**src/rtl/cfg_enc_pkg.sv**
```systemverilog
// Package: shared state type, field positions and the byte-enable decode
// used by the configuration access encoder.
// Assumes 32-bit data with four byte lanes.
package cfg_enc_pkg;
    localparam int DATA_W        = 32;
    localparam int LANES         = DATA_W / 8;
    localparam int REMOTE_BE_LSB = 4;
    localparam int LOCAL_BE_LSB  = 20;
    localparam int LOCAL_WR_BIT  = 16;
    localparam logic [3:0] CODE_RD = 4'hA;
    localparam logic [3:0] CODE_WR = 4'hB;

    typedef enum logic [1:0] {ST_IDLE, ST_ISSUE, ST_RESP} seq_e;

    typedef struct packed {
        logic       bad;
        logic [3:0] be_n;
    } lane_sel_t;

    // Active-low byte enables for a size/offset pair, with illegal flag.
    function automatic lane_sel_t lane_enables(input logic [2:0] size,
                                               input logic [1:0] lo);
        lane_sel_t r;
        r.bad  = 1'b0;
        r.be_n = 4'hF;
        case (size)
            3'd1: r.be_n = ~(4'b0001 << lo);
            3'd2: if (!lo[0]) r.be_n = lo[1] ? 4'h3 : 4'hC;
                  else        r.bad  = 1'b1;
            3'd4: if (lo == 2'd0) r.be_n = 4'h0;
                  else            r.bad  = 1'b1;
            default: r.bad = 1'b1;
        endcase
        return r;
    endfunction
endpackage

```
**src/rtl/cfg_addr_form.sv**
```systemverilog
// Module: forms the address and command words of one configuration access.
// Purely combinational; assumes the size/offset pair was checked legal.
module cfg_addr_form
    import cfg_enc_pkg::*;
#(
    parameter int BUS_W  = 8,
    parameter int DEV_W  = 5,
    parameter int FUNC_W = 3,
    parameter int OFF_W  = 8
) (
    input  logic              is_local,
    input  logic              is_write,
    input  logic [BUS_W-1:0]  bus_no,
    input  logic [DEV_W-1:0]  dev_no,
    input  logic [FUNC_W-1:0] func_no,
    input  logic [OFF_W-1:0]  offset,
    input  logic [2:0]        size,
    output logic [DATA_W-1:0] addr_word,
    output logic [DATA_W-1:0] cmd_word
);
    logic [DATA_W-1:0] off_al;
    lane_sel_t         sel;

    // Select the word-aligned offset and the lane enables.
    always_comb begin
        off_al = DATA_W'({offset[OFF_W-1:2], 2'b00});
        sel    = lane_enables(size, offset[1:0]);
    end

    // Build type 0, type 1 or local address and the matching command.
    always_comb begin
        if (is_local) begin
            addr_word = off_al;
            cmd_word  = (DATA_W'(sel.be_n) << LOCAL_BE_LSB) | off_al;
            cmd_word[LOCAL_WR_BIT] = is_write;
        end else begin
            if (bus_no == '0)
                addr_word = (DATA_W'(1) << dev_no) | (DATA_W'(func_no) << 8) | off_al;
            else
                addr_word = (DATA_W'(bus_no) << 16) | (DATA_W'(dev_no) << 11)
                          | (DATA_W'(func_no) << 8) | off_al | DATA_W'(1);
            cmd_word = (DATA_W'(sel.be_n) << REMOTE_BE_LSB)
                     | DATA_W'(is_write ? CODE_WR : CODE_RD);
        end
    end
endmodule

```
**src/rtl/cfg_lane_align.sv**
```systemverilog
// Module: moves write data up onto its byte lanes and brings read data
// down to bit 0, masked to the access size. Combinational.
// Assumes sizes 1, 2, 4; other sizes give a zero mask.
module cfg_lane_align
    import cfg_enc_pkg::*;
(
    input  logic [1:0]        lo,
    input  logic [2:0]        size,
    input  logic              force_ones,
    input  logic [DATA_W-1:0] wdata_in,
    input  logic [DATA_W-1:0] rdata_in,
    output logic [DATA_W-1:0] wdata_out,
    output logic [DATA_W-1:0] rdata_out
);
    logic [DATA_W-1:0] mask;
    logic [DATA_W-1:0] src;
    logic [4:0]        sh;

    // Shift amount, size mask and read source (all ones on error).
    always_comb begin
        sh  = {lo, 3'b000};
        src = force_ones ? '1 : rdata_in;
        case (size)
            3'd1:    mask = DATA_W'(8'hFF);
            3'd2:    mask = DATA_W'(16'hFFFF);
            3'd4:    mask = '1;
            default: mask = '0;
        endcase
    end

    // Apply the lane shifts.
    always_comb begin
        wdata_out = wdata_in << sh;
        rdata_out = (src >> sh) & mask;
    end
endmodule

```
**src/rtl/cfg_err_status.sv**
```systemverilog
// Module: error status bits with captured addresses, write-one-to-clear.
// A set pulse in the same cycle as a clear keeps the bit set.
module cfg_err_status
    import cfg_enc_pkg::*;
#(
    parameter int PERR_W = 2
) (
    input  logic              clk,
    input  logic              rst_n,
    input  logic [PERR_W-1:0] set_pci,
    input  logic              set_ahb,
    input  logic [DATA_W-1:0] set_addr,
    input  logic              clr_we,
    input  logic [PERR_W-1:0] clr_pci,
    input  logic              clr_ahb,
    output logic [PERR_W-1:0] pci_stat,
    output logic [DATA_W-1:0] pci_addr,
    output logic              ahb_stat,
    output logic [DATA_W-1:0] ahb_addr
);
    // Bus-side status and address capture.
    always_ff @(posedge clk) begin
        if (!rst_n) begin
            pci_stat <= '0;
            pci_addr <= '0;
        end else begin
            pci_stat <= (pci_stat & ~(clr_we ? clr_pci : '0)) | set_pci;
            if (|set_pci) pci_addr <= set_addr;
        end
    end

    // System-side status and address capture.
    always_ff @(posedge clk) begin
        if (!rst_n) begin
            ahb_stat <= 1'b0;
            ahb_addr <= '0;
        end else begin
            ahb_stat <= (ahb_stat & ~(clr_we & clr_ahb)) | set_ahb;
            if (set_ahb) ahb_addr <= set_addr;
        end
    end
endmodule

```
**src/rtl/cfg_access_enc.sv**
```systemverilog
// Top: accepts one configuration access at a time, refuses illegal
// size/offset pairs, issues the address phase, then completes with read
// data or a suppressed write when an error is pending.
// Assumes the target answers in the cycle after the address phase.
module cfg_access_enc
    import cfg_enc_pkg::*;
#(
    parameter int BUS_W  = 8,
    parameter int DEV_W  = 5,
    parameter int FUNC_W = 3,
    parameter int OFF_W  = 8,
    parameter int PERR_W = 2
) (
    input  logic              clk,
    input  logic              rst_n,
    input  logic              req_valid,
    input  logic              req_local,
    input  logic              req_write,
    input  logic [BUS_W-1:0]  req_bus,
    input  logic [DEV_W-1:0]  req_dev,
    input  logic [FUNC_W-1:0] req_func,
    input  logic [OFF_W-1:0]  req_off,
    input  logic [2:0]        req_size,
    input  logic [31:0]       req_wdata,
    output logic              busy,
    output logic              done,
    output logic [31:0]       rsp_rdata,
    output logic              rsp_notfound,
    output logic              rsp_illegal,
    output logic              bus_cmd_valid,
    output logic [31:0]       bus_addr,
    output logic [31:0]       bus_cmd,
    output logic              bus_wr_valid,
    output logic [31:0]       bus_wdata,
    input  logic [31:0]       bus_rdata,
    input  logic [PERR_W-1:0] tgt_pci_err,
    input  logic              tgt_ahb_err,
    input  logic [31:0]       tgt_err_addr,
    input  logic              err_clr_we,
    input  logic [PERR_W-1:0] err_clr_pci,
    input  logic              err_clr_ahb,
    output logic [PERR_W-1:0] pci_err_stat,
    output logic [31:0]       pci_err_addr,
    output logic              ahb_err_stat,
    output logic [31:0]       ahb_err_addr
);
    seq_e              st;
    logic              q_local, q_write;
    logic [BUS_W-1:0]  q_bus;
    logic [DEV_W-1:0]  q_dev;
    logic [FUNC_W-1:0] q_func;
    logic [OFF_W-1:0]  q_off;
    logic [2:0]        q_size;
    logic [31:0]       q_wdata;
    logic              err_any;
    logic [31:0]       rd_aligned;
    lane_sel_t         in_sel;

    cfg_addr_form #(.BUS_W(BUS_W), .DEV_W(DEV_W), .FUNC_W(FUNC_W), .OFF_W(OFF_W)) u_form (
        .is_local(q_local), .is_write(q_write), .bus_no(q_bus), .dev_no(q_dev),
        .func_no(q_func), .offset(q_off), .size(q_size),
        .addr_word(bus_addr), .cmd_word(bus_cmd)
    );

    cfg_lane_align u_align (
        .lo(q_off[1:0]), .size(q_size), .force_ones(err_any),
        .wdata_in(q_wdata), .rdata_in(bus_rdata),
        .wdata_out(bus_wdata), .rdata_out(rd_aligned)
    );

    cfg_err_status #(.PERR_W(PERR_W)) u_err (
        .clk(clk), .rst_n(rst_n), .set_pci(tgt_pci_err), .set_ahb(tgt_ahb_err),
        .set_addr(tgt_err_addr), .clr_we(err_clr_we), .clr_pci(err_clr_pci),
        .clr_ahb(err_clr_ahb), .pci_stat(pci_err_stat), .pci_addr(pci_err_addr),
        .ahb_stat(ahb_err_stat), .ahb_addr(ahb_err_addr)
    );

    // Decode legality of the incoming request and the pending error.
    always_comb begin
        in_sel  = lane_enables(req_size, req_off[1:0]);
        err_any = (|pci_err_stat) | ahb_err_stat;
    end

    // Bus strobes and busy derived from the sequencer state.
    always_comb begin
        busy          = (st != ST_IDLE);
        bus_cmd_valid = (st == ST_ISSUE);
        bus_wr_valid  = (st == ST_RESP) && q_write && !err_any;
    end

    // Sequencer: accept, issue the address phase, complete.
    always_ff @(posedge clk) begin
        if (!rst_n) begin
            st           <= ST_IDLE;
            done         <= 1'b0;
            rsp_notfound <= 1'b0;
            rsp_illegal  <= 1'b0;
            rsp_rdata    <= '0;
        end else begin
            done         <= 1'b0;
            rsp_notfound <= 1'b0;
            rsp_illegal  <= 1'b0;
            case (st)
                ST_IDLE: if (req_valid) begin
                    if (in_sel.bad) begin
                        done        <= 1'b1;
                        rsp_illegal <= 1'b1;
                    end else begin
                        st <= ST_ISSUE;
                    end
                end
                ST_ISSUE: st <= ST_RESP;
                default: begin
                    st           <= ST_IDLE;
                    done         <= 1'b1;
                    rsp_notfound <= err_any;
                    if (!q_write) rsp_rdata <= rd_aligned;
                end
            endcase
        end
    end

    // Request capture on acceptance.
    always_ff @(posedge clk) begin
        if (!rst_n) begin
            q_local <= 1'b0;
            q_write <= 1'b0;
            q_bus   <= '0;
            q_dev   <= '0;
            q_func  <= '0;
            q_off   <= '0;
            q_size  <= 3'd4;
            q_wdata <= '0;
        end else if (st == ST_IDLE && req_valid) begin
            q_local <= req_local;
            q_write <= req_write;
            q_bus   <= req_bus;
            q_dev   <= req_dev;
            q_func  <= req_func;
            q_off   <= req_off;
            q_size  <= req_size;
            q_wdata <= req_wdata;
        end
    end
endmodule

```
**config.mk**
```make
export PLATFORM = sky130hd
export DESIGN_NAME = cfg_access_enc
export DESIGN_NICKNAME = d
export VERILOG_FILES = /design/src/rtl/cfg_enc_pkg.sv /design/src/rtl/cfg_addr_form.sv /design/src/rtl/cfg_lane_align.sv /design/src/rtl/cfg_err_status.sv /design/src/rtl/cfg_access_enc.sv
export SDC_FILE = /design/constraint.sdc
export NUM_CORES = 1
export LEC_CHECK = 0
export BUFFER_PORTS_ARGS = -buffer_cell sky130_fd_sc_hd__buf_4
export CORE_ASPECT_RATIO = 1.2
export CORE_UTILIZATION = 30
export CTS_BUF_LIST = sky130_fd_sc_hd__clkbuf_8
export DETAILED_ROUTE_END_ITERATION = 16
export PLACE_DENSITY_LB_ADDON = 0.05
export SYNTH_ARGS = -nofsm -noshare
export SYNTH_HDL_FRONTEND = slang
export SYNTH_SLANG_ARGS = --single-unit
```
**constraint.sdc**
```tcl
create_clock -name clk -period 4.2 [get_ports clk]
set_input_delay 0.21 -clock clk [delete_from_list [all_inputs] [get_ports clk]]
set_output_delay 0.21 -clock clk [all_outputs]
set_load 0.03 [all_outputs]
```
**Word-level counts from Yosys, hierarchy flattened**

Cells that the tools add are included.

- Add/sub/neg operators: 0
- $mul: 0
- Divide/modulo/power cells: 0
- Order comparisons: 0
- Eq/ne operators: 10
- Shift operators: 4
- Mux-type cells: 20
- Bitwise gates (word level): 20
- Reductions and logical operators: 16

Operator list:

| cell | number |
|---|---|
| $mux W32 | 4 |
| $pmux W32 S3 | 1 |
| $or A32 B11 Y32 | 2 |
| $or A32 B8 Y32 | 2 |
| $and A32 B32 Y32 | 1 |
| $or A8 B32 Y32 | 1 |
| $shl A1 B5 Y32 const A | 1 |
| $shl A32 B5 Y32 | 1 |
| $shr A32 B5 Y32 | 1 |
| $or A24 B16 Y24 | 1 |
| $or A24 B8 Y24 | 1 |
| $mux W4 | 3 |
| $pmux W4 S3 | 1 |
| $logic_not A8 Y1 | 1 |
| $eq A3 B1 Y1 const B | 2 |
| $eq A3 B2 Y1 const B | 2 |
| $eq A3 B3 Y1 const B | 2 |
| $logic_not A2 Y1 | 3 |
| $mux W2 | 3 |
| $reduce_and A2 Y1 | 3 |
| $reduce_or A2 Y1 | 3 |
| $mux W1 | 5 |
| $ne A2 B2 Y1 const B | 2 |
| $not A1 Y1 | 4 |
| 16 further kinds | 20 |

- Bits in registers: 165
- Latch bits: 0
- RAM bits: 0
- Bits in read-only memories: 0
- Input bits: 135
- Output and inout bits: 201
- Word-level logic and storage cells: 87
- Memories kept: 0

**Depth between registers and ports, before layout**

- Word-level depth: 6
- Depth in mapped cells: 6
- Gate-level depth less buffers: 4

**By module**

A second synthesis with hierarchy kept.

- Cells, all modules: 991
- Area, all modules: 8639.5 um2

Modules (own cells, without submodules):

| module | times used | cells each | area each (um2) |
|---|---|---|---|
| cfg_access_enc | 1 | 428 | 3965.1 |
| cfg_err_status | 1 | 263 | 2630.0 |
| cfg_lane_align | 1 | 178 | 1209.9 |
| cfg_addr_form | 1 | 122 | 834.6 |

**Least setup slack after synthesis**

OpenSTA, ideal clock, no wires.

- Path kind: reg2out
- Start point: register q_bus[4]
- End point: output port bus_addr[15]
- Data arrival time: 2.179 ns
- Data required time: 3.990 ns
- Slack: 1.811 ns
- Stages on the path, launching flop included: 6
- Path through: dfxtp_1 or4_4 or2_1 buf_6 or4_1 a21oi_1

- Longest elaborated chain between the ends: 3

RTL lines:

| item | RTL line | RTL |
|---|---|---|
| start: declaration | cfg_access_enc.sv:49 | `logic [BUS_W-1:0] q_bus;` |
| start signal: assignment | cfg_access_enc.sv:137 | `q_bus <= req_bus;` |
| $logic_not A8 Y1 | cfg_addr_form.sv:37 | `if (bus_no == '0)` |
| $mux W32 | cfg_addr_form.sv:37 |  |
| $mux W32 | cfg_addr_form.sv:32 | `if (is_local) begin` |
| end: declaration | cfg_access_enc.sv:31 | `output logic [31:0] bus_addr,` |

Every way passes these cells.

**Worst setup path in the final report**

- Start point: register q_bus[0]
- End point: output port bus_addr[4]

Same word-level chain as after synthesis.

==> flow_metrics.env <==
export IMPL_outcome="finished, final reports clean"
export IMPL_grt_pass1_wl_um=42020
export IMPL_power_leakage_nw=5.112
export IMPL_hold_viol=0
export IMPL_finalPower_mw=4.054
export IMPL_finalMaxSlewViolations=0
export IMPL_wirelength_um=26970
export IMPL_holdCritPathClass="in2reg"
export IMPL_ant_nets=0
export IMPL_io_pins=336
export IMPL_fin_crit_ps=3043
export IMPL_drt_pass1_iterations=5
export IMPL_arrival_ps=2830
export IMPL_crit_buf_inv=1
export IMPL_ys_seq_elements=165
export IMPL_coreArea_sq_um=25700
export IMPL_start_kind="flip-flop"
export IMPL_peakVddDrop_mv=0.1955
export IMPL_detail_route_wl_per_cell_um=16.27
export IMPL_htreeDepth=4
export IMPL_fp_dieW_um=150.1
export IMPL_power_density_nw_per_um2=346.4
export IMPL_postCtsHoldBufs=85
export IMPL_fin_worst_skew_ps=17.28
export IMPL_worstSetupPathType="reg2out"
export IMPL_syn2layout_area_growth_pct=48.26
export IMPL_slew_headroom_pct=17.90
export IMPL_crit_fanout=14
export IMPL_place_congestion=0.8254
export IMPL_end_kind="output pin"
export IMPL_most_common_layout_cells="323 x buf_4, 241 x nand2_1, 163 x dfxtp_1, 106 x a21boi_0, 85 x dlygate4sd3_1"
export IMPL_vias_per_cell=4.662
export IMPL_antenna_cells=0
export IMPL_fmax_ghz=0.3286
export IMPL_grt_max_degree=84
export IMPL_drc=0
export IMPL_num_rows=64
export IMPL_cts_resized=0
export IMPL_fin_nets=1450
export IMPL_cts_buffers=17
export IMPL_port_buffers=316
export IMPL_maxCapViolCount=0
export IMPL_start_util_pct=30.70
export IMPL_mostFrequentLayoutCell="buf_4"
export IMPL_cp_cell_sequence="or4_1 > nor2_1 > nand3_1 > o21bai_1 > buf_4"
export IMPL_synth_edf_count=0
export IMPL_antenna_found_initial=0
export IMPL_syn_instance_count=963
export IMPL_critPathMaxStageDelay_ps=730
export IMPL_cts_sink_count=165
export IMPL_avgSynthCellArea_sq_um=8.196
export IMPL_rsz0062_at_grt="false"
export IMPL_yosys_warnings=0
export IMPL_drive_above_1_share_pct=28.69
export IMPL_cts_root_buf="clkbuf_8"
export IMPL_gr_usage_all_layers_pct=19.81
export IMPL_die_h_um=179.7
export IMPL_pre_cts_ws_ps=1677
export IMPL_cts_path_max_buffers=2
export IMPL_dieArea_sq_um=26960
export IMPL_cts_setup_buffers=0
export IMPL_clkLatencyLatePin_ps=460
export IMPL_setup_viol=0
export IMPL_tritoncts="built"
export IMPL_grt_pass1_vias=7556
export IMPL_ys_seq_area_share_pct=41.85
export IMPL_dp_hpwl_um=18780
export IMPL_ys_types=49
export IMPL_path_delay_family="simple AND/OR/NAND/NOR gates"
export IMPL_synth_top_flop_cell="dfxtp_1"
export IMPL_drt_iter0_drc=302
export IMPL_syn_area_sq_um=7893
export IMPL_synth_async_reset_ratio_pct=0
export IMPL_worstMarginPinSlew_ps=1220
export IMPL_post_route_period_util_pct=72.45
export IMPL_vias=7730
export IMPL_grt_overflow_total=0
export IMPL_required_ps=3990
export IMPL_setup_tns_ps=0
export IMPL_path_clk_slew_ps=100
export IMPL_crit_slowest_cell="nor2_1"
export IMPL_finalWorstSetupSlack_ps=1157
==> final timing paths <==
kind | start | end | slack [ps] | cells after the start
max | q_bus[0] | bus_addr[4] | 1160 | 5
min | req_bus[0] | q_bus[0] | 30 | 3
max reg2reg | q_size[2] | rsp_rdata[27] | 1740 | 4
min reg2reg | q_wdata[29] | q_wdata[29] | 460 | 2
==> worst register-to-register path: cells and delay by family, from the launching register on <==
kind               cells  cell delay (ps)
and+or+nand+nor        2             1500
AOI/OAI and AO/OA      2              480
DFF                    1              430
==> registers in the layout, summed over array words and instances, names as in the netlist <==
signal,count
u_err.pci_stat,2
q_off,8
q_write,1
u_err.ahb_stat,1
q_func,3
q_size,3
u_err.pci_addr,32
rsp_notfound,1
q_local,1
rsp_rdata,32
q_dev,5
done,1
u_err.ahb_addr,32
q_bus,8
q_wdata,32
st,2
rsp_illegal,1
==> metrics by stage <==
step           area [sq um]  hold slack [ps]  utilization [%]  cells
6_report              11700            34.72            45.52   1658
5_1_grt               11700            14.30            45.52   1658
3_5_place_dp          10380            453.7            40.37   1541
2_1_floorplan          7960            334.0                -    981
3_3_place_gp          10380            449.9            40.37   1541
4_1_cts               11700            2.306            45.52   1658
==> power breakdown <==
group	switching, mW	internal [mW]	total (mW)
Combinational	0.534	0.398	0.931
Sequential	0.0768	1.64	1.72
Clock	0.673	0.728	1.40
==> cell type report <==
type | instances | area, sq um
clock inverter | 15 | 239.0
tap | 330 | 412.9
inverter | 4 | 15.01
clock buffer | 17 | 234.0
timing repair buffer | 408 | 3276
multi-input combinational | 719 | 4217
fill | 2636 | 14000
sequential | 165 | 3308
==> synth_stat cells, drive strengths merged (4+ instances only) <==
cell    count  area share [%]
nor2b      58             4.6
a32o       10             1.3
o21bai      5            0.57
a31oi       8            0.63
a211oi      8            0.76
nor3       12            0.82
nand2b      5            0.40
or4         4            0.48
a21oi      20             1.3
buf        27             2.3
inv         4            0.19
clkbuf     66             3.1
and2       21             1.7
mux2        7             1.0
mux2i      58             7.4
nand2     242              12
nor2       55             2.6
o21ai      42             2.7
mux4        6             1.7
a21boi    107              10
dfxtp     165              42
==> logic make-up after synthesis <==
kind of cell,synth area share (%)
simple gates,23.48
compound gates,18.79
mux,10.07
xor+xnor,0.1110
other cells,0.04751
flops,41.85
buf+inv,5.659
==> layer usage <==
| metal | wire length (um) | track usage [%] |
|---|---|---|
| met5 | 0 | 0 |
| met4 | 450 | 5.657 |
| met3 | 1933 | 5.457 |
| met2 | 12920 | 33.15 |
| met1 | 11660 | 24.57 |
(Power assumes the default switching activity.)
